**src/rtl/extsel_pkg.sv**
```systemverilog
package extsel_pkg;
  typedef enum logic {
    REG_LOCK = 1'b0,
    REG_SEL  = 1'b1
  } extsel_reg_e;
endpackage

```
**src/rtl/extsel_regs.sv**
```systemverilog
module extsel_regs
  import extsel_pkg::*;
#(
  parameter int unsigned SelW = 4,
  parameter logic [SelW-1:0] SelRst = 4'h5
) (
  input  logic            clk_i,
  input  logic            rst_ni,
  input  logic            wr_en_i,
  input  logic            wr_reg_i,
  input  logic [SelW-1:0] wr_data_i,
  output logic            wen_o,
  output logic [SelW-1:0] sel_o
);
  logic            wen_q, wen_d;
  logic [SelW-1:0] sel_q, sel_d;
  logic            lock_wr, sel_wr;

  always_comb begin
    lock_wr = wr_en_i && (extsel_reg_e'(wr_reg_i) == REG_LOCK);
    sel_wr  = wr_en_i && (extsel_reg_e'(wr_reg_i) == REG_SEL) && wen_q;
    wen_d   = (lock_wr && !wr_data_i[0]) ? 1'b0 : wen_q;
    sel_d   = sel_wr ? wr_data_i : sel_q;
  end

  always_ff @(posedge clk_i or negedge rst_ni) begin
    if (!rst_ni) begin
      wen_q <= 1'b1;
      sel_q <= SelRst;
    end else begin
      wen_q <= wen_d;
      sel_q <= sel_d;
    end
  end

  assign wen_o = wen_q;
  assign sel_o = sel_q;

  // a cleared lock never returns to 1 before reset
  p_lock_sticky_r2: assert property (@(posedge clk_i) disable iff (!rst_ni)
    !wen_q |=> !wen_q);
  // the select code is frozen while locked
  p_sel_frozen_r3: assert property (@(posedge clk_i) disable iff (!rst_ni)
    !wen_q |=> $stable(sel_q));
endmodule

```
**src/rtl/extsel_qual.sv**
```systemverilog
module extsel_qual #(
  parameter int unsigned SelW    = 4,
  parameter logic [SelW-1:0] SelOn = 4'hA,
  parameter int unsigned MuW     = 4,
  parameter logic [MuW-1:0] MuOn = 4'b0110,
  parameter int unsigned NumQual = 2
) (
  input  logic [SelW-1:0]             sel_i,
  input  logic [NumQual-1:0][MuW-1:0] qual_i,
  output logic                        go_o
);
  logic [NumQual-1:0] on_vec;

  for (genvar g = 0; g < NumQual; g++) begin : g_qual
    assign on_vec[g] = (qual_i[g] == MuOn);
  end

  assign go_o = (sel_i == SelOn) && (&on_vec);
endmodule

```
**src/rtl/extsel_hshake.sv**
```systemverilog
module extsel_hshake (
  input  logic clk_i,
  input  logic rst_ni,
  input  logic go_i,
  input  logic ack_i,
  output logic req_o,
  output logic act_o
);
  logic req_q, req_d;
  logic act_q, act_d;

  always_comb begin
    req_d = go_i;
    act_d = ack_i && (req_q || act_q);
  end

  always_ff @(posedge clk_i or negedge rst_ni) begin
    if (!rst_ni) begin
      req_q <= 1'b0;
      act_q <= 1'b0;
    end else begin
      req_q <= req_d;
      act_q <= act_d;
    end
  end

  assign req_o = req_q;
  assign act_o = act_q;

  // status only rises after an acknowledge seen with the request high
  p_rise_needs_ack_r6: assert property (@(posedge clk_i) disable iff (!rst_ni)
    $rose(act_q) |-> $past(ack_i && req_q));
  // status holds while the acknowledge stays up
  p_hold_on_ack_r7: assert property (@(posedge clk_i) disable iff (!rst_ni)
    (act_q && ack_i) |=> act_q);
  // a low acknowledge clears the status
  p_clear_on_nack_r7: assert property (@(posedge clk_i) disable iff (!rst_ni)
    !ack_i |=> !act_q);
endmodule

```
**src/rtl/extsel_ctrl.sv**
```systemverilog
module extsel_ctrl #(
  parameter int unsigned SelW = 4,
  parameter logic [SelW-1:0] SelRst = 4'h5,
  parameter logic [SelW-1:0] SelOn  = 4'hA,
  parameter int unsigned MuW = 4,
  parameter logic [MuW-1:0] MuOn = 4'b0110
) (
  input  logic            clk_i,
  input  logic            rst_ni,
  input  logic            wr_en_i,
  input  logic            wr_reg_i,
  input  logic [SelW-1:0] wr_data_i,
  input  logic [MuW-1:0]  lc_test_i,
  input  logic [MuW-1:0]  dft_en_i,
  input  logic            byp_ack_i,
  output logic            byp_req_o,
  output logic            ext_active_o,
  output logic [SelW-1:0] sel_o,
  output logic            wen_o
);
  localparam int unsigned NumQual = 2;

  logic [SelW-1:0]             sel;
  logic [NumQual-1:0][MuW-1:0] quals;
  logic                        go;

  assign quals = {dft_en_i, lc_test_i};

  extsel_regs #(.SelW(SelW), .SelRst(SelRst)) u_regs (
    .clk_i     (clk_i),
    .rst_ni    (rst_ni),
    .wr_en_i   (wr_en_i),
    .wr_reg_i  (wr_reg_i),
    .wr_data_i (wr_data_i),
    .wen_o     (wen_o),
    .sel_o     (sel)
  );

  extsel_qual #(.SelW(SelW), .SelOn(SelOn), .MuW(MuW), .MuOn(MuOn),
                .NumQual(NumQual)) u_qual (
    .sel_i  (sel),
    .qual_i (quals),
    .go_o   (go)
  );

  extsel_hshake u_hs (
    .clk_i  (clk_i),
    .rst_ni (rst_ni),
    .go_i   (go),
    .ack_i  (byp_ack_i),
    .req_o  (byp_req_o),
    .act_o  (ext_active_o)
  );

  assign sel_o = sel;

  // a request implies the previous cycle held the enabling select code
  p_req_needs_code_r5: assert property (@(posedge clk_i) disable iff (!rst_ni)
    byp_req_o |-> ($past(sel) == SelOn));
  // a request implies both qualifiers were on in the previous cycle
  p_req_needs_qual_r5: assert property (@(posedge clk_i) disable iff (!rst_ni)
    byp_req_o |-> ($past(lc_test_i) == MuOn && $past(dft_en_i) == MuOn));
  // an acknowledge while idle does not set the status
  p_no_stray_act_r8: assert property (@(posedge clk_i) disable iff (!rst_ni)
    (!byp_req_o && !ext_active_o) |=> !ext_active_o);
endmodule

```
**config.mk**
```make
export PLATFORM = sky130hd
export DESIGN_NAME = extsel_ctrl
export DESIGN_NICKNAME = d
export VERILOG_FILES = /design/src/rtl/extsel_pkg.sv /design/src/rtl/extsel_regs.sv /design/src/rtl/extsel_qual.sv /design/src/rtl/extsel_hshake.sv /design/src/rtl/extsel_ctrl.sv
export SDC_FILE = /design/constraint.sdc
export NUM_CORES = 1
export LEC_CHECK = 0
export ABC_AREA = 1
export BUFFER_PORTS_ARGS = -buffer_cell sky130_fd_sc_hd__buf_2
export CAP_MARGIN = 10
export CORE_AREA = 2 2 39 41
export DETAILED_ROUTE_END_ITERATION = 12
export DIE_AREA = 0 0 41 43
export PLACE_DENSITY = 0.56
export SYNTH_ARGS = -nofsm -noshare
export SYNTH_HDL_FRONTEND = slang
export SYNTH_SLANG_ARGS = --single-unit
export TNS_END_PERCENT = 30
```
**constraint.sdc**
```tcl
create_clock -name clk_i -period 1.25 [get_ports clk_i]
set_input_delay 0.0625 -clock clk_i [delete_from_list [all_inputs] [get_ports clk_i]]
set_output_delay 0.0625 -clock clk_i [all_outputs]
set_load 0.03 [all_outputs]
```
==> out/results.txt <==
DRT iter0 DRCs -> 2
CP Depth -> 1
Critical-path top delay cell -> dfstp_2
Hold Path Class -> in -> reg
DP Area -> 457.9 um2
Avg Synthesized Cell Area -> 8.495 um2
commonest cells in the netlist -> nand2_1 (10), inv_1 (9), dfrtp_1 (4), nor2_1 (4), o21ai_1 (4)
largest net degree at the start of global routing -> 9
nets -> 84
final setup violation count -> 0
Worst Clk Skew -> 0.007912 ns
global route overflow -> 0
Post-synth top flop -> dfrtp_1
Finished Layout Cells -> 82
setup bufs post-CTS -> 0
post-cts resize count -> 0
vias in the first global route -> 302
worst setup path start -> u_regs.wen_o
Post-synth EDFFs -> 0
chip width -> 41 um
layout cell share with drive strength beyond 1 -> 45.45%
Worst-Margin Slew -> 0.1612 ns
Root Buffer -> clkbuf_4
cell area power density -> 945.2 nW/um2
Final Instance Area -> 494.2 um2
core area -> 1384 um2
Max-cap violations -> 0
CP Data Required Time -> 1.19 ns
Worst-Skew Late Latency -> 0.25 ns
deepest clock path buffer count -> 2
area share of the largest cell type after synthesis -> 31.01%
Slew Limit Fails -> 0
LEAKAGE -> 0.2870 nW
Die Y -> 43 um
DP Wirelength -> 560.5 um
status -> finished, final reports clean
Register Area -> 178.9 um2
yosys warns -> 0
DR vias -> 318
post-route ant nets -> 0
Final Hold Fails -> 0
drt pass-1 iters -> 2
clock slew at reported path FFs -> 0.05 ns
RSZ-0062 raised after global routing -> no
Crit path max-delay family -> flip-flops
Worst Setup End Kind -> output port
CP arrival -> 1.01 ns
Achievable Freq -> 934.8 MHz
worst path cell trace -> buf_2
Synth cell types -> 10
antenna violations before repair -> 0
crit path time final -> 1.070 ns
CP peak stage delay -> 0.56 ns
post-synth top area cell -> dfrtp_1
initial core utilization -> 23.33%
number of CTS-inserted buffers -> 3
CTS tree -> done
post-synthesis instance area -> 322.8 um2
P&R area growth vs syn -> 53.10%
Seq cells post-synth -> 7
die area -> 1763 um2
normalized max-slew margin -> 89.33%
ranking of synthesized cells by area -> dfrtp_1 (31%), dfstp_2 (24%), nand2_1 (12%), inv_1 (10%), o21ai_1 (6.2%)
Setup CP Type -> reg -> out
TNS Setup -> 0 ns
final RePlAce weighted congestion -> 0.6407
Routed wire per std cell -> 7.768 um
via/cell ratio -> 3.878
Multi-input gate area -> 110.1 um2
Startpoint Class -> flop
Reg2Reg Launch Point -> u_regs.wen_o
Rows -> 14
Mapped Nets -> 55
DRT Wirelength -> 637 um
Max IR drop VDD -> 0.0005972 V
n_diodes -> 0
Synth Instances -> 38
port bufs -> 23
cell depth of the worst hold path -> 3
# clock sinks -> 7
fin crit share -> 85.58%
FILL cells -> 151
Post-Place Cells -> 77
Buf/Inv on CP -> 1
Reg2Reg Depth -> 3
GRT Util Overall -> 9.413%
Seq/Total Area, Yosys -> 55.43%
DRC -> 0
num ports -> 24
Crit Path Max Fanout -> 3
H-tree depth -> 1
first-pass GRT wire length -> 1076 um
min-delay src -> wr_data_i[2]
count leader, synth -> nand2_1
asr flop ratio synth -> 100.0%
where the power goes:
part	switching [mW]	leakage [nW]	internal (mW)
logic	0.0179	0.185	0.0242
clock network	0.0762	0.0150	0.121
registers	0.000000000000000000545	0.0868	0.227
cell type report:
cell class              count  share of cell area (%)
well taps                  16                   4.051
repair buffers             24                   25.32
multi-input cells          22                   22.28
flip-flops and latches      7                   36.20
clock buffers               4                   5.316
inverters                   9                   6.835
routing by layer:
layer | GRT usage [%] | up-vias | wire (um)
met5 | 0 | - | 0
met4 | 4.000 | 0 | 0
met3 | 6.283 | 0 | 62
met2 | 14.69 | 14 | 286
met1 | 9.241 | 135 | 288
li1 | - | 169 | -
cells by family (layout without fill, tap and decap cells):
logic type,count (synthesis),in the layout,share of synthesized area [%]
AO/OA/AOI/OAI,5,5,8.528
flip-flops,7,7,55.43
buffers and inverters,9,37,10.46
AND/OR/NAND/NOR,17,17,25.58
state kept, by name (all words and copies together) (netlist names):
register      flops
u_hs.act_o        1
u_regs.wen_o      1
u_regs.sel_o      4
u_hs.req_o        1
final timing paths:
path / end / slack, ns
worst max-delay path: wen_o / 0.18
worst min-delay path: u_regs.sel_o[2] / 0.02
worst max register to register: u_regs.sel_o[1] / 0.34
worst min register to register: u_hs.act_o / 0.48
max in group asynchronous: u_regs.sel_o[0] / 0.85
min in group asynchronous: u_regs.sel_o[3] / 0.17
worst min-delay path, stage by stage:
cell and delay, ns:
buf_2 0.09, inv_1 0.05, o21ai_1 0.06
timing repair:
action / in CTS / in global routing
hold endpoints to repair: 7 / 0
endpoints found under the setup margin: 0 / 0
hold buffers: 1 / 0
cell usage in the layout (no fill, tap or decap), drive strengths merged:
master / synthesis / final
o21a: 1 / 1
dfrtp: 4 / 4
clkbuf: 0 / 4
nor2: 4 / 4
o21ai: 4 / 4
dlygate4sd3: 0 / 1
buf: 0 / 23
inv: 9 / 9
nand3b: 1 / 1
nand3: 2 / 2
dfstp: 3 / 3
nand2: 10 / 10
stage by stage:
stage	hold slack (ns)	total power, mW	util (%)	worst slack [ns]
floorplan	-0.2331	0.2408	-	0.2544
global placement	-0.1005	0.2708	33.09	0.3575
detailed placement	-0.1005	0.2715	33.09	0.3369
CTS	0.01715	0.4779	35.71	0.1678
global route	0.02093	0.4911	35.71	0.1596
finish	0.02151	0.4672	35.71	0.1803
Note: power is estimated with default switching activity, not from simulation.
